`src/rtl/spi_regs_pkg.sv`:
```
package spi_regs_pkg;

   // Transfer kind, encoded as {single, read} from the command byte.
   typedef enum logic [1:0] {
      XF_BURST_WR  = 2'b00,
      XF_BURST_RD  = 2'b01,
      XF_SINGLE_WR = 2'b10,
      XF_SINGLE_RD = 2'b11
   } xfer_mode_e;

   function automatic xfer_mode_e decode_mode(input logic [1:0] sel);
      return xfer_mode_e'(sel);
   endfunction

   function automatic logic mode_is_read(input xfer_mode_e m);
      return (m == XF_BURST_RD) || (m == XF_SINGLE_RD);
   endfunction

   function automatic logic mode_is_single(input xfer_mode_e m);
      return (m == XF_SINGLE_WR) || (m == XF_SINGLE_RD);
   endfunction

endpackage

```
`src/rtl/spi_slv_sync.sv`:
```
module spi_slv_sync #(
   parameter int WIDTH  = 3,
   parameter int STAGES = 2
) (
   input  logic             clk,
   input  logic             rst_n,
   input  logic [WIDTH-1:0] din,
   output logic [WIDTH-1:0] dout
);

   generate
      if (STAGES < 2) begin : g_bad_stages
         $error("spi_slv_sync: STAGES must be at least 2");
      end
   endgenerate

   logic [WIDTH-1:0] pipe [STAGES];

   always_ff @(posedge clk or negedge rst_n) begin
      if (!rst_n) begin
         for (int s = 0; s < STAGES; s++) pipe[s] <= '0;
      end else begin
         pipe[0] <= din;
         for (int s = 1; s < STAGES; s++) pipe[s] <= pipe[s-1];
      end
   end

   assign dout = pipe[STAGES-1];

endmodule

```
`src/rtl/spi_slv_shift.sv`:
```
module spi_slv_shift #(
   parameter int DATA_W = 8
) (
   input  logic              clk,
   input  logic              rst_n,
   input  logic              active,
   input  logic              sclk_rise,
   input  logic              sclk_fall,
   input  logic              mosi,
   input  logic              tx_en,
   input  logic [DATA_W-1:0] tx_data,
   output logic              byte_done,
   output logic [DATA_W-1:0] rx_byte,
   output logic              miso_q
);

   localparam int CNT_W = (DATA_W > 2) ? $clog2(DATA_W) : 1;
   localparam logic [CNT_W-1:0] LAST_BIT = CNT_W'(DATA_W - 1);

   generate
      if (DATA_W < 2) begin : g_bad_width
         $error("spi_slv_shift: DATA_W must be at least 2");
      end
   endgenerate

   logic [CNT_W-1:0]  bit_cnt;
   logic [DATA_W-1:0] rx_sh;
   logic [DATA_W-1:0] tx_sh;

   always_ff @(posedge clk or negedge rst_n) begin
      if (!rst_n) begin
         bit_cnt   <= '0;
         rx_sh     <= '0;
         tx_sh     <= '0;
         rx_byte   <= '0;
         byte_done <= 1'b0;
         miso_q    <= 1'b0;
      end else begin
         byte_done <= 1'b0;
         if (!active) begin
            bit_cnt <= '0;
            miso_q  <= 1'b0;
         end else begin
            // sample edge
            if (sclk_fall) begin
               rx_sh <= {rx_sh[DATA_W-2:0], mosi};
               if (bit_cnt == LAST_BIT) begin
                  bit_cnt   <= '0;
                  byte_done <= 1'b1;
                  rx_byte   <= {rx_sh[DATA_W-2:0], mosi};
               end else begin
                  bit_cnt <= bit_cnt + 1'b1;
               end
            end
            // shift edge: first rising edge of a byte loads new data
            if (sclk_rise) begin
               if (bit_cnt == '0) begin
                  miso_q <= tx_en & tx_data[DATA_W-1];
                  tx_sh  <= {tx_data[DATA_W-2:0], 1'b0};
               end else begin
                  miso_q <= tx_en & tx_sh[DATA_W-1];
                  tx_sh  <= {tx_sh[DATA_W-2:0], 1'b0};
               end
            end
         end
      end
   end

endmodule

```
`src/rtl/spi_slv_time_stage.sv`:
```
module spi_slv_time_stage #(
   parameter int DATA_W = 8,
   parameter int NREG   = 7,
   parameter int IDX_W  = 4
) (
   input  logic                   clk,
   input  logic                   rst_n,
   input  logic                   snap_take,
   input  logic [NREG*DATA_W-1:0] time_in,
   input  logic [IDX_W-1:0]       rd_idx,
   output logic [DATA_W-1:0]      rd_data,
   input  logic                   wr_en,
   input  logic [IDX_W-1:0]       wr_idx,
   input  logic [DATA_W-1:0]      wr_data,
   input  logic                   commit,
   output logic                   load,
   output logic [NREG*DATA_W-1:0] load_data,
   output logic [NREG-1:0]        load_mask
);

   localparam int FLAT_W = NREG * DATA_W;

   generate
      if (NREG < 1 || NREG > (1 << IDX_W)) begin : g_bad_nreg
         $error("spi_slv_time_stage: NREG must fit the index range");
      end
   endgenerate

   logic [FLAT_W-1:0] snap_q, snap_nxt;
   logic [FLAT_W-1:0] stage_q, stage_nxt;
   logic [NREG-1:0]   pend_q, pend_nxt;
   logic [DATA_W-1:0] snap_arr [NREG];

   genvar g;
   generate
      for (g = 0; g < NREG; g++) begin : g_slot
         logic hit;
         assign hit = wr_en && (wr_idx == IDX_W'(g));
         assign snap_nxt[g*DATA_W +: DATA_W]  = snap_take ? time_in[g*DATA_W +: DATA_W]
                                                          : snap_q[g*DATA_W +: DATA_W];
         assign stage_nxt[g*DATA_W +: DATA_W] = hit ? wr_data : stage_q[g*DATA_W +: DATA_W];
         assign pend_nxt[g]                   = pend_q[g] | hit;
         assign snap_arr[g]                   = snap_q[g*DATA_W +: DATA_W];
      end
   endgenerate

   always_comb begin
      rd_data = '0;
      for (int i = 0; i < NREG; i++) begin
         if (rd_idx == IDX_W'(i)) rd_data = snap_arr[i];
      end
   end

   always_ff @(posedge clk or negedge rst_n) begin
      if (!rst_n) begin
         snap_q    <= '0;
         stage_q   <= '0;
         pend_q    <= '0;
         load      <= 1'b0;
         load_data <= '0;
         load_mask <= '0;
      end else begin
         snap_q  <= snap_nxt;
         stage_q <= stage_nxt;
         load    <= 1'b0;
         if (commit && (pend_q != '0)) begin
            load      <= 1'b1;
            load_data <= stage_q;
            load_mask <= pend_q;
            pend_q    <= '0;
         end else begin
            pend_q <= pend_nxt;
         end
      end
   end

endmodule

```
`src/rtl/spi_regs_slave.sv`:
```
module spi_regs_slave
   import spi_regs_pkg::*;
#(
   parameter int ADDR_W      = 4,
   parameter int DATA_W      = 8,
   parameter int TIME_REGS   = 7,
   parameter int SYNC_STAGES = 2
) (
   input  logic                        clk,
   input  logic                        rst_n,
   input  logic                        spi_cs,
   input  logic                        spi_sclk,
   input  logic                        spi_mosi,
   output logic                        spi_miso,
   output logic [ADDR_W-1:0]           reg_addr,
   output logic [DATA_W-1:0]           reg_wdata,
   output logic                        reg_wr,
   input  logic [DATA_W-1:0]           reg_rdata,
   input  logic [TIME_REGS*DATA_W-1:0] time_in,
   output logic                        time_load,
   output logic [TIME_REGS*DATA_W-1:0] time_wdata,
   output logic [TIME_REGS-1:0]        time_wmask
);

   localparam int MODE_HI = DATA_W - ADDR_W - 1;

   generate
      if (DATA_W - ADDR_W < 2) begin : g_bad_cmd
         $error("spi_regs_slave: command byte needs two mode bits below the address");
      end
      if (TIME_REGS < 1 || TIME_REGS > (1 << ADDR_W)) begin : g_bad_time
         $error("spi_regs_slave: TIME_REGS must fit the address range");
      end
   endgenerate

   // serial line oversampling
   logic s_cs, s_sclk, s_mosi;
   logic sclk_d, cs_d;

   spi_slv_sync #(.WIDTH(3), .STAGES(SYNC_STAGES)) u_sync (
      .clk  (clk),
      .rst_n(rst_n),
      .din  ({spi_cs, spi_sclk, spi_mosi}),
      .dout ({s_cs, s_sclk, s_mosi})
   );

   always_ff @(posedge clk or negedge rst_n) begin
      if (!rst_n) begin
         sclk_d <= 1'b0;
         cs_d   <= 1'b0;
      end else begin
         sclk_d <= s_sclk;
         cs_d   <= s_cs;
      end
   end

   logic sclk_rise, sclk_fall, cs_fall;
   assign sclk_rise = s_cs & s_sclk & ~sclk_d;
   assign sclk_fall = s_cs & ~s_sclk & sclk_d;
   assign cs_fall   = cs_d & ~s_cs;

   // transfer control state
   logic              cmd_seen, single_q, read_q, spent_q;
   logic [ADDR_W-1:0] addr_q, wr_addr_q;
   logic              byte_done, miso_q;
   logic [DATA_W-1:0] rx_byte, tx_data, snap_rd;
   logic              data_phase, is_time_addr, tx_en, wr_time;
   xfer_mode_e        cmd_mode;

   assign cmd_mode     = decode_mode(rx_byte[MODE_HI -: 2]);
   assign data_phase   = cmd_seen & ~spent_q;
   assign is_time_addr = int'(addr_q) < TIME_REGS;
   assign tx_en        = data_phase & read_q;
   assign tx_data      = is_time_addr ? snap_rd : reg_rdata;
   assign wr_time      = byte_done & data_phase & ~read_q & is_time_addr;

   spi_slv_shift #(.DATA_W(DATA_W)) u_shift (
      .clk      (clk),
      .rst_n    (rst_n),
      .active   (s_cs),
      .sclk_rise(sclk_rise),
      .sclk_fall(sclk_fall),
      .mosi     (s_mosi),
      .tx_en    (tx_en),
      .tx_data  (tx_data),
      .byte_done(byte_done),
      .rx_byte  (rx_byte),
      .miso_q   (miso_q)
   );

   spi_slv_time_stage #(.DATA_W(DATA_W), .NREG(TIME_REGS), .IDX_W(ADDR_W)) u_time (
      .clk      (clk),
      .rst_n    (rst_n),
      .snap_take(byte_done & ~cmd_seen),
      .time_in  (time_in),
      .rd_idx   (addr_q),
      .rd_data  (snap_rd),
      .wr_en    (wr_time),
      .wr_idx   (addr_q),
      .wr_data  (rx_byte),
      .commit   (cs_fall),
      .load     (time_load),
      .load_data(time_wdata),
      .load_mask(time_wmask)
   );

   always_ff @(posedge clk or negedge rst_n) begin
      if (!rst_n) begin
         cmd_seen  <= 1'b0;
         single_q  <= 1'b0;
         read_q    <= 1'b0;
         spent_q   <= 1'b0;
         addr_q    <= '0;
         wr_addr_q <= '0;
         reg_wr    <= 1'b0;
         reg_wdata <= '0;
      end else begin
         reg_wr <= 1'b0;
         if (!s_cs) begin
            cmd_seen <= 1'b0;
            spent_q  <= 1'b0;
         end else if (byte_done) begin
            if (!cmd_seen) begin
               cmd_seen <= 1'b1;
               addr_q   <= rx_byte[DATA_W-1 -: ADDR_W];
               single_q <= mode_is_single(cmd_mode);
               read_q   <= mode_is_read(cmd_mode);
            end else if (!spent_q) begin
               if (!read_q && !is_time_addr) begin
                  reg_wr    <= 1'b1;
                  reg_wdata <= rx_byte;
                  wr_addr_q <= addr_q;
               end
               if (single_q) spent_q <= 1'b1;
               else          addr_q  <= addr_q + 1'b1;
            end
         end
      end
   end

   assign reg_addr = reg_wr ? wr_addr_q : addr_q;
   assign spi_miso = miso_q & spi_cs;

endmodule

```
`config.mk`:
```
export PLATFORM = sky130hd
export DESIGN_NAME = spi_regs_slave
export DESIGN_NICKNAME = d
export VERILOG_FILES = /design/src/rtl/spi_regs_pkg.sv /design/src/rtl/spi_slv_sync.sv /design/src/rtl/spi_slv_shift.sv /design/src/rtl/spi_slv_time_stage.sv /design/src/rtl/spi_regs_slave.sv
export SDC_FILE = /design/constraint.sdc
export NUM_CORES = 1
export LEC_CHECK = 0
export BUFFER_PORTS_ARGS = -buffer_cell sky130_fd_sc_hd__buf_2
export CORE_ASPECT_RATIO = 0.75
export CORE_MARGIN = 1
export CORE_UTILIZATION = 54
export DETAILED_ROUTE_END_ITERATION = 6
export GPL_TIMING_DRIVEN = 0
export PLACE_DENSITY = 0.82
export SYNTH_ARGS = -nofsm -noshare
export SYNTH_HDL_FRONTEND = slang
export SYNTH_HIERARCHICAL = 1
export SYNTH_SLANG_ARGS = --single-unit
```
`constraint.sdc`:
```
create_clock -name clk -period 3.4 [get_ports clk]
set_input_delay 0.34 -clock clk [delete_from_list [all_inputs] [get_ports clk]]
set_output_delay 0.34 -clock clk [all_outputs]
set_load 0.1 [all_outputs]
```
# == Yosys cells after proc, flatten, opt, wreduce, memory -nomap -nowiden ==
# Index checks and enable logic that the tools add are counted.
# word_totals
regBits,240
latchBits,0
mem_bits_rw,0
mem_bits_ro,0
inputBits,69
out_inout_bits,78
elab_cells,135
memories,0
# op_classes
n_addsub,2
mul,0
n_div,0
n_lt_le_gt_ge,1
eq_ne,16
shifts,0
mux,36
bitwise_logic,27
n_reduce_logical,23
# ops
op,count
$mux 8,9
$mux 1,19
$mux 4,4
$and 1x1->1,14
$eq 4x3->1 const B,3
$ne 2x2->1 const B,5
$logic_and 1x1->1,9
$mux 3,3
$eq 4x2->1 const B,2
$mux 7,1
$or 1x1->1,7
$reduce_bool 7->1,1
$not 1->1,6
$reduce_and 2->1,3
$reduce_and 3->1,2
$reduce_and 5->1,1
$add 4x1->4 const B,1
$eq 2x2->1 const B,2
$eq 4x1->1 const B,1
$logic_not 4->1,1
$lt 4x3->1 const B,1
$reduce_and 4->1,1
$add 3x1->3 const B,1
$eq 3x3->1 const B,1
other kinds (5),7

# == Logic depth before layout (Yosys ltp) ==
# Gate-level depths: netlist of run 1.
# depth
depth_word,13
mapped_depth,10
mapped_depth_nobuf,7

# == Hierarchy ==
# Netlist of run 1, hierarchy kept.
# modules_own_cells
module,instances,cells_each,area_each_um2,seq_area_each_um2
spi_slv_time_stage,1,498,7368.3,4579.4
spi_slv_shift,1,89,1197.4,675.6
spi_regs_slave,1,94,1191.1,575.6
spi_slv_sync,1,9,172.7,150.1

# == Worst setup path before layout of run 1 ==
# Ideal clock, no wire load.
# synth_path
path_type,flip-flop to output port
startpoint,register reg_wr
endpoint,output port reg_addr[0]
t_arrival_ns,3.067
required_ns,3.060
path_slack_ns,-0.007
stages_incl_launch_ff,2
n_path_buf,0
path_cell_list,dfrtp_1 -> o21ai_0
# synth_between
elab_chain_len,1
# synth_lines
item,line,text
from (decl),spi_regs_slave.sv:17,"output logic reg_wr,"
from (signal assigned),spi_regs_slave.sv:115,reg_wr <= 1'b0;
from (signal assigned),spi_regs_slave.sv:118,reg_wr <= 1'b0;
from (signal assigned),spi_regs_slave.sv:130,reg_wr <= 1'b1;
$mux 4,spi_regs_slave.sv:141,assign reg_addr = reg_wr ? wr_addr_q : addr_q;
to (decl),spi_regs_slave.sv:15,"output logic [ADDR_W-1:0] reg_addr,"
# No other way between the ends.

# == Worst setup path after layout of run 1 ==
# layout_path
startpoint,register addr_q[1]
endpoint,register u_time.stage_q[27]
# layout_between
elab_chain_len,3
elab_cells_between_ends,4
classes_between,order compare: 1; eq/ne: 1; bitwise: 1; reduce/logical: 1
# layout_lines
item,line,text
from (decl),spi_regs_slave.sv:64,"logic [ADDR_W-1:0] addr_q, wr_addr_q;"
from (signal assigned),spi_regs_slave.sv:125,addr_q <= rx_byte[DATA_W-1 -: ADDR_W];
from (signal assigned),spi_regs_slave.sv:135,else addr_q <= addr_q + 1'b1;
$lt 4x3->1,spi_regs_slave.sv:72,assign is_time_addr = int'(addr_q) < TIME_REGS;
$and 1x1->1,spi_regs_slave.sv:75,assign wr_time = byte_done & data_phase & ~read_q & is_time_addr;
net wr_time,spi_regs_slave.sv:67,"logic data_phase, is_time_addr, tx_en, wr_time;"
$logic_and 1x1->1,spi_slv_time_stage.sv:38,assign hit = wr_en && (wr_idx == IDX_W'(g));
to (signal assigned),spi_slv_time_stage.sv:64,stage_q <= stage_nxt;
to (decl),spi_slv_time_stage.sv:30,"logic [FLAT_W-1:0] stage_q, stage_nxt;"
# The timed path passes the listed nets, and every way through them passes these cells.
# A chain may end at the register's enable or synchronous reset.

==> results.md, run 1 <==
* Post-DP Area at 11000 um2
* Non-Filler Instances at 1123
* DRT iter0 DRCs at 479
* PnR worst setup slack at 0.330 ns
* Vias per cell at 5.56
* Area Growth Syn to Fin at 19.7%
* Number of flops mapped to enable cells by yosys at 0
* Via count at 6247
* Sequential element share of the synthesized area at 60.2%
* Fin crit share at 90.3%
* Post-CTS Setup Bufs at 0
* Clock buffer depth at 3
* PortBufs at 146
* Die area at 18900 um2
* Final Cell Area at 11900 um2
* Register share of total power at 50.0%
* DR WL/cell at 18.8 um
* Hold_ws at 0.0578 ns
* Net Count, Synth at 763
* Max Cap Viol at 0
* Yosys reg bits at 239
* Crit path time final at 3.07 ns
* Sink Count at 239
* Vias in the first global route at 6440
* Final Max Slew Viols at 0
* Antenna cells at 0
* Total core area at 17800 um2
* Unrepaired setup endpoints after global routing: false
* Fin util at 66.7%
* Antenna viol nets, final at 0
* Die width at 159 um
* H-tree depth at 1
* Hold crit path type: primary input to flip-flop
* Critical path launch point type: flip-flop
* First-pass GRT wire length at 34.1 mm
* Worst EP arrival at 3.45 ns
* Clock network fraction of total power at 47.0%
* Crit path max-delay family: simple AND/OR/NAND/NOR gates
* Syn Std Cell Area at 9930 um2
* Clock buffer count from CTS at 23
* IO Pins at 147
* DR pass1 iterations at 7
* HP Start: time_in[22]
* Hpwl dp at 14.4 mm
* Worst-margin pin slew at 0.832 ns
* Die Span Y at 119 um
* Setup TNS at 0 ns
* Async SR Flop Fraction at 100%
* Max_slew headroom at 44.3%
* Largest net degree at the start of global routing at 114
* Register-to-register setup slack at 0.33 ns
* Initial Utilization at 55.7%
* GP Congestion at 0.953
* Reg2reg path depth at 7
* Synth warn at 6
* Post-Route WL at 21.1 mm
* CTS tree: yes
* Comb power frac at 3.0%
* Slowest library cell on the worst path: dfrtp_1
* Pint at 4.67 mW
* Clk pin slew, worst setup/hold paths at 0.07 ns
* Grt ovf at 0
* CP Buf/Inv Count at 1
* Leak at 6.25 nW
* Required time worst endpoint at 3.78 ns
* Max FO, Critical Path at 16
* Hold Vio Cnt, Final at 0
* F_max at 0.326 GHz
* # rows at 42
* Critical Path End Type: flip-flop
* Drt drc at 0
* FF-to-FF End: u_time/stage_q[27]$_DFFE_PN0P_
* Placed cells at 1080
* Worst r2r src: addr_q[1]$_DFFE_PN0P_
* Post-synthesis cell count at 690
* Worst setup path class: flip-flop to flip-flop
* Area contributors post-synth: dfrtp_1, mux2_2, mux2i_1, mux2_4, nand2_1
* Total track usage at 23.5%
* Power per Cell Area at 490 nW/um2
* Hold Path End: u_time/snap_q[22]$_DFFE_PN0P_
* Yosys top cell by area: dfrtp_1
* Sw Ratio at 19.8%
* Synth Flop Type: dfrtp_1
* NetSw at 1.16 mW
* Clock skew at 0.0104 ns
* Hold depth at 3
* Nets@finish at 940
* Root buffer cell: clkbuf_16
* Outcome: complete, no violations
* Share of the synthesized area in the top cell type at 60.2%
* Mean post-synth cell area at 14.4 um2
* Slowest cell delay on critical path at 0.55 ns
* Worst slack, placed at 0.430 ns
* Clock insertion delay at the later pin of the skew report at 0.50 ns
* Worst IR Drop VDD at 0.254 mV
* Cell variety after synth at 53
* Total power at 5.83 mW
* Final setup vio count at 0
* Initial antenna violation count at 0
* Layout cells sized above 1 at 49.0%
* CP Cell Sequence: ha_1 -> a21oi_4 -> and2_1 -> nor3b_1 -> and3_1 -> clkbuf_1 -> mux2_2
routing by layer:
| metal | track usage, % | up-vias | routed length (um) |
|---|---|---|---|
| met1 | 33.2 | 3251 | 9500 |
| met4 | 5.95 | 0 | 423 |
| li1 | - | 2806 | - |
| met3 | 3.38 | 35 | 1100 |
| met2 | 38.3 | 155 | 10100 |
| met5 | 0 | - | 0 |
logic make-up (layout without fill, tap and decap cells):
group / after synthesis / after routing / synth area share (%)
buffers and inverters: 47 / 238 / 2.49
adder cells (fa/ha/maj): 4 / 4 / 0.504
flip-flops: 239 / 239 / 60.2
AO/OA/AOI/OAI: 65 / 65 / 4.52
AND/OR/NAND/NOR: 107 / 107 / 5.96
multiplexers: 228 / 228 / 26.3
flip-flops by register name (all words and copies together) (netlist names), 3 cells and up:
register	cells
u_shift/tx_sh	7
u_time/snap_q	56
u_time/pend_q	7
u_sync/pipe	3
wr_addr_q	4
u_shift/bit_cnt	3
reg_wdata	8
addr_q	4
u_time/load_mask	7
u_time/stage_q	56
u_sync/dout	3
u_shift/rx_byte	8
u_shift/rx_sh	7
u_time/load_data	56
cell usage in the layout (no fill, tap or decap), drive strengths merged, types with 4 or more instances in the layout:
cell,Yosys,final
nor2b,9,9
o21ai,20,20
clkbuf,10,40
and2,4,4
mux2,208,208
nand2b,5,5
nand2,32,32
a211oi,4,4
mux2i,17,17
nand3b,8,8
nor2,29,29
a21oi,19,19
inv,15,16
buf,22,170
bufinv,0,5
dlygate4sd3,0,4
dfrtp,239,239
nand3,5,5
ha,4,4
what timing repair did:
item                      in CTS  in global routing
gates resized for setup        0                  0
hold endpoints to repair      46                  0
hold buffers                   4                  0
Yosys cell counts, types with 2 or more instances:
| cell type | number |
|---|---|
| a211oi_1 | 4 |
| nor3_1 | 3 |
| nor2b_1 | 9 |
| nor2_1 | 26 |
| inv_1 | 14 |
| a21oi_2 | 3 |
| and2_1 | 4 |
| mux2_4 | 8 |
| buf_1 | 3 |
| dfrtp_1 | 239 |
| mux2_2 | 200 |
| nand4b_1 | 2 |
| buf_6 | 4 |
| o311ai_0 | 3 |
| o21ai_0 | 20 |
| nor2_2 | 3 |
| mux4_2 | 3 |
| a22o_1 | 3 |
| a2111oi_0 | 2 |
| mux2i_1 | 17 |
| o21a_1 | 2 |
| buf_2 | 11 |
| a311oi_1 | 2 |
| nand3_1 | 4 |
| or3b_2 | 2 |
| nand2b_1 | 5 |
| buf_4 | 3 |
| ha_1 | 4 |
| nand3b_1 | 7 |
| nor3b_2 | 2 |
| a22oi_1 | 3 |
| clkbuf_1 | 10 |
| a21oi_1 | 15 |
| nand2_1 | 31 |
power groups by stage:
| stage | logic [mW] | registers, mW | clock network (mW) |
|---|---|---|---|
| 2_1_floorplan | 0.0612 | 2.96 | 0 |
| 3_3_place_gp | 0.162 | 2.96 | 0 |
| 3_5_place_dp | 0.175 | 2.96 | 0 |
| 4_1_cts | 0.179 | 2.91 | 2.79 |
| 5_1_grt | 0.198 | 2.92 | 2.91 |
| 6_report | 0.173 | 2.91 | 2.74 |
worst register-to-register path, stage by stage (launching register included):
cell and delay, ns:
dfrtp_1 0.55, ha_1 0.34, a21oi_4 0.35, and2_1 0.22, nor3b_1 0.44, and3_1 0.23
clkbuf_1 0.42, mux2_2 0.40
layout make-up:
cell class                      instances  area, um2
Buffer                                 32        191
Clock buffer                           30        642
Clock inverter                          9        178
Fill cell                            1263       5930
Inverter                               15       56.3
Multi-Input combinational cell        404       3700
Sequential cell                       239       5980
Tap cell                              242        303
Timing Repair Buffer                  152        836
worst max-delay path by stage:
stage	startpoint	depth (start not counted)	endpoint	slack (ns)
2_1_floorplan	reg_wr$_DFF_PN0_	1	reg_addr[0]	-0.007
3_3_place_gp	rst_n	1	u_time/load_data[40]$_DFFE_PN0N_	-2.19
3_5_place_dp	addr_q[1]$_DFFE_PN0P_	7	u_time/stage_q[27]$_DFFE_PN0P_	0.43
4_1_cts	addr_q[1]$_DFFE_PN0P_	7	u_time/stage_q[27]$_DFFE_PN0P_	0.38
5_1_grt	addr_q[1]$_DFFE_PN0P_	7	u_time/stage_q[31]$_DFFE_PN0P_	0.11
6_report	addr_q[1]$_DFFE_PN0P_	7	u_time/stage_q[27]$_DFFE_PN0P_	0.33
Power figures use the tool's default switching activity.
==> run 2: changes to the inputs <==
CTS_BUF_LIST = sky130_fd_sc_hd__clkbuf_4   (was default)
==> run 2 against run 1 <==
Maximum frequency rose by 2.2%. Via count grew 6.6%. Utilization is 2.3 points higher. Clock skew rose by 0.026 ns. Final cell count increased by 9.6%. Register-to-register slack better by 0.07 ns. Worst setup slack improved by 0.067 ns. Critical path depth up 3. Highest routed layer unchanged.
==> results.md, run 2 (synthesized netlist as in run 1, its figures left out) <==
* Outcome: complete, no violations
* Largest net degree at the start of global routing at 114
* IO Pins at 147
* Vias per cell at 5.41
* Clock skew at 0.0363 ns
* Most frequent cells in the layout: dfrtp_1, mux2_2, buf_2, clkbuf_4, dlygate4sd3_1
* Clock buffer depth at 3
* Area Growth Syn to Fin at 23.9%
* Grt ovf at 0
* Max Cap Viol at 0
* Non-Filler Instances at 1231
* Hold crit path type: primary input to flip-flop
* Met2 wire length at 10.5 mm
* Vias in the first global route at 7035
* F_max at 0.333 GHz
* PortBufs at 146
* # rows at 42
* Initial antenna violation count at 1
* Hold Vio Cnt, Final at 0
* H-tree depth at 2
* Clk pin slew, worst setup/hold paths at 0.07 ns
* Setup TNS at 0 ns
* Max FO, Critical Path at 11
* DRT iter0 DRCs at 494
* Post-Route WL at 22.2 mm
* Die Span Y at 119 um
* Max_slew headroom at 46.6%
* Sink Count at 239
* Crit path time final at 3.00 ns
* Met1 WL at 9.90 mm
* Placed cells at 1080
* Worst IR Drop VDD at 0.223 mV
* Critical Path End Type: flip-flop
* Worst EP arrival at 3.50 ns
* Total track usage at 25.0%
* First-pass GRT wire length at 35.9 mm
* Nets@finish at 1029
* Met3 wire length at 1.16 mm
* Biggest regs: u_time/load_data (56), u_time/snap_q (56), u_time/stage_q (56)
* Worst slack, placed at 0.430 ns
* Leak at 6.47 nW
* Total core area at 17800 um2
* Total power at 5.32 mW
* Commonest non-fill, non-tap cell in the layout: dfrtp_1
* Worst-margin pin slew at 0.798 ns
* Layout cells sized above 1 at 48.7%
* Fin crit share at 88.3%
* Critical path launch point type: flip-flop
* Filler cells at 1247
* GP Congestion at 0.953
* Antenna viol nets, final at 0
* PnR worst setup slack at 0.397 ns
* Clock insertion delay at the later pin of the skew report at 0.64 ns
* Unrepaired setup endpoints after global routing: false
* CTS tree: yes
* Post-CTS Setup Bufs at 0
* Initial Utilization at 55.7%
* Die width at 159 um
* Required time worst endpoint at 3.90 ns
* Hpwl dp at 14.4 mm
* Worst setup path class: flip-flop to flip-flop
* DR pass1 iterations at 4
* Final setup vio count at 0
* Final Max Slew Viols at 0
* Uppermost routed layer: met4
* DR WL/cell at 18.0 um
* Post-DP Area at 11000 um2
* Root buffer cell: clkbuf_4
* Power per Cell Area at 432 nW/um2
* Via count at 6659
* Final Cell Area at 12300 um2
* Die area at 18900 um2
* Clock buffer count from CTS at 56
* Drt drc at 0
run 2: cell types whose count changed in the layout (fill, tap and decap cells not counted), sizes merged:
| cell | change |
|---|---|
| bufinv | -4 |
| clkbuf | +51 |
| clkinv | +1 |
| diode | +5 |
| dlygate4sd3 | +56 |
| inv | -1 |
run 2: cell type report:
type                    instances  area [um2]  share of cell area [%]
flip-flops and latches        239        5980                    48.6
multi-input cells             404        3700                    30.1
repair buffers                208        1400                    11.4
clock buffers                  81         608                    4.94
well taps                     242         303                    2.46
plain buffers                  32         191                    1.56
inverters                      15        56.3                   0.458
clock inverters                 5        50.0                   0.407
diodes                          5        12.5                   0.102
run 2: repair_timing:
item,in CTS,in global routing
endpoints found under the hold margin,185,0
resized for setup,0,0
hold buffers,60,0
run 2: final timing paths:
check                                    startpoint                              to  slack [ns]  cells past startpoint
min in group asynchronous                     rst_n   u_time/snap_q[52]$_DFFE_PN0P_        0.20                      2
hold / removal                         reg_rdata[0]    u_shift/tx_sh[1]$_DFFE_PN0P_        0.08                      4
setup / recovery              addr_q[0]$_DFFE_PN0P_    u_shift/tx_sh[4]$_DFFE_PN0P_        0.40                     10
setup reg to reg              addr_q[0]$_DFFE_PN0P_    u_shift/tx_sh[4]$_DFFE_PN0P_        0.40                     10
max in group asynchronous                     rst_n  u_shift/rx_byte[4]$_DFFE_PN0P_        1.95                      4
hold reg to reg            u_sync/pipe[4]$_DFF_PN0_        u_sync/dout[1]$_DFF_PN0_        0.35                      0
run 2: metal layers:
layer | vias up | global-route usage [%]
li1 | 3015 | -
met1 | 3376 | 34.1
met2 | 216 | 38.8
met5 | - | 0
met3 | 52 | 4.91
met4 | 0 | 11.1
run 2: critical path, stage by stage, from the launching register on:
cell and delay [ns]:
dfrtp_1 0.56, buf_2 0.36, buf_2 0.31, buf_2 0.28, mux2i_1 0.23, nor2_1 0.05
a21oi_1 0.40, a211oi_1 0.15, mux2_2 0.29, mux2i_1 0.18, a21oi_2 0.08
run 2: power breakdown:
part           internal [mW]  switching (mW)  leakage [nW]
Combinational          0.119           0.106          2.79
Clock                   1.15            1.03         0.396
Sequential              2.88          0.0256          3.29
run 2: per-stage QoR:
step / utilization [%] / hold slack [ns]
6_report: 69.0 / 0.0771
2_1_floorplan: - / 0.0444
4_1_cts: 69.0 / 0.0166
5_1_grt: 69.0 / 0.0662
3_5_place_dp: 61.9 / 0.249
3_3_place_gp: 61.5 / 0.333
==> run 3: changes to the inputs <==
CELL_PAD_IN_SITES_DETAIL_PLACEMENT = 1   (was default)
CELL_PAD_IN_SITES_GLOBAL_PLACEMENT = 1   (was default)
CORE_UTILIZATION = 49   (was 54)
PLACE_DENSITY = 0.88   (was 0.82)
==> run 3 against run 2 <==
The run now ends with design-rule violations left. Utilization is 6.3 points lower. Count of clock-buffer cells in the layout is 2 higher. Die area is 10% higher. Wire length is 40% higher. Sequential share of layout area hardly changed. Non-clock buffer count is 1 lower. Total power is 2.3% higher. Final cell count is 0.73% higher. Via count is 6.1% higher. Clock power is 5% higher. Worst setup slack worse by 0.24 ns.
==> results.md, run 3 (synthesized netlist as in run 1, its figures left out) <==
* Initial Utilization at 50.7%
* Most frequent cells in the layout: dfrtp_1, mux2_2, buf_2, clkbuf_4, dlygate4sd3_1
* NetSw at 1.34 mW
* Required time worst endpoint at 3.96 ns
* Clock buffer depth at 3
* Max FO, Critical Path at 11
* Critical path launch point type: flip-flop
* Worst IR Drop VDD at 0.230 mV
* Worst-margin pin slew at 0.939 ns
* Hold depth at 4
* Comb power frac at 4.5%
* Biggest regs: u_time/load_data (56), u_time/snap_q (56), u_time/stage_q (56)
* Commonest non-fill, non-tap cell in the layout: dfrtp_1
* Reg2reg path depth at 10
* Hold Vio Cnt, Final at 0
* Max_slew headroom at 37.1%
* Die width at 166 um
* Fin crit share at 95.5%
* Clock insertion delay at the later pin of the skew report at 0.70 ns
* Worst r2r src: addr_q[0]$_DFFE_PN0P_
* Post-CTS Setup Bufs at 0
* Outcome: finished, violations left
* PortBufs at 146
* Register-to-register setup slack at 0.15 ns
* Final setup vio count at 0
* Root buffer cell: clkbuf_4
* Critical Path End Type: flip-flop
* Hold Path End: u_shift/tx_sh[1]$_DFFE_PN0P_
* Worst setup path class: flip-flop to flip-flop
* Clock network fraction of total power at 41.8%
* Unrepaired setup endpoints after global routing: false
* Die Span Y at 125 um
* Clock buffer count from CTS at 58
* IO Pins at 147
* DR pass1 iterations at 7
* Clk pin slew, worst setup/hold paths at 0.09 ns
* Failing checks: design-rule violations
* DR WL/cell at 25.0 um
* Total core area at 19600 um2
* Sink Count at 239
* Fin util at 62.7%
* Vias in the first global route at 8050
* Vias per cell at 5.70
* Antenna viol nets, final at 0
* Clock skew at 0.0477 ns
* Leak at 6.47 nW
* Layout cells sized above 1 at 49.0%
* Crit path time final at 3.25 ns
* Nets@finish at 1030
* Die area at 20800 um2
* DRT iter0 DRCs at 492
* H-tree depth at 2
* Hpwl dp at 17.2 mm
* Post-Route WL at 31.1 mm
* Worst slack, placed at 0.349 ns
* Via count at 7062
* Grt ovf at 0
* PnR worst setup slack at 0.154 ns
* Worst EP arrival at 3.81 ns
* FF-to-FF End: u_shift/tx_sh[3]$_DFFE_PN0P_
* Pint at 4.10 mW
* Drt drc at 5
* Power per Cell Area at 442 nW/um2
* GP Congestion at 0.844
* Final Max Slew Viols at 0
* F_max at 0.308 GHz
* # rows at 44
* Register share of total power at 53.7%
* Area Growth Syn to Fin at 23.8%
* Hold crit path type: primary input to flip-flop
* Initial antenna violation count at 5
* Total track usage at 31.1%
* CTS tree: yes
* Largest net degree at the start of global routing at 98
* First-pass GRT wire length at 48.7 mm
* Max Cap Viol at 0
* HP Start: reg_rdata[0]
* Sw Ratio at 24.7%
[run 3: metrics by stage]
| stage | hold WS, ns | power (mW) | cell area [um2] | TNS [ns] | instances |
|---|---|---|---|---|---|
| after floorplan | 0.0444 | 3.02 | 9930 | -0.0132 | 690 |
| after global placement | 0.333 | 3.12 | 11000 | -507.16 | 1089 |
| after detailed placement | 0.337 | 3.15 | 11000 | 0 | 1091 |
| after CTS | 0.0141 | 5.39 | 12300 | 0 | 1237 |
| after global routing | 0.0381 | 5.65 | 12300 | 0 | 1240 |
| final | 0.0613 | 5.44 | 12300 | 0 | 1240 |
[run 3: what timing repair did]
action	4_1_cts	5_1_grt
endpoints found under the setup margin	0	9
hold buffers	60	0
endpoints found under the hold margin	125	0
resized for setup	0	1
[run 3: worst max-delay path, cell delays in order (launching register included)]
cell      delay [ns]
dfrtp_1         0.60
buf_2           0.38
buf_2           0.33
buf_2           0.30
mux2i_1         0.23
nor2_1          0.06
a21oi_1         0.42
a211oi_1        0.17
mux2_2          0.31
mux2i_1         0.24
a21oi_2         0.10
[run 3: cell type report]
cell class              count  area (um2)
diodes                      4        10.0
plain buffers              31         188
clock buffers              83         623
clock inverters             3        15.0
fillers                  1959        7310
inverters                  15        56.3
multi-input cells         404        3700
flip-flops and latches    239        5980
well taps                 253         317
repair buffers            208        1400
[run 3: routing by layer]
metal	global-route usage, %	up-vias	share of wire, %
met2	50.5	245	50
met3	5.67	96	4.0
met1	40.2	3708	42
li1	-	3013	-
met4	16.3	0	4.1
met5	0	-	0
[run 3: worst max-delay path by stage]
stage	start	endpoint	slack, ns	depth (start not counted)
after global routing	addr_q[1]$_DFFE_PN0P_	u_shift/tx_sh[7]$_DFFE_PN0P_	0.07	8
after global placement	rst_n	u_time/load_data[20]$_DFFE_PN0N_	-2.15	1
final	addr_q[0]$_DFFE_PN0P_	u_shift/tx_sh[3]$_DFFE_PN0P_	0.15	10
after floorplan	reg_wr$_DFF_PN0_	reg_addr[0]	-0.007	1
after detailed placement	addr_q[1]$_DFFE_PN0P_	u_time/stage_q[26]$_DFFE_PN0P_	0.35	7
after CTS	addr_q[1]$_DFFE_PN0P_	u_time/stage_q[26]$_DFFE_PN0P_	0.32	7
[run 3: power groups by stage]
stage          Combinational (mW)  Sequential (mW)  Clock, mW
6_report                    0.245             2.92       2.28
3_5_place_dp                0.181             2.97          0
5_1_grt                     0.268             2.92       2.46
4_1_cts                     0.239             2.91       2.24
2_1_floorplan              0.0612             2.96          0
3_3_place_gp                0.162             2.96          0
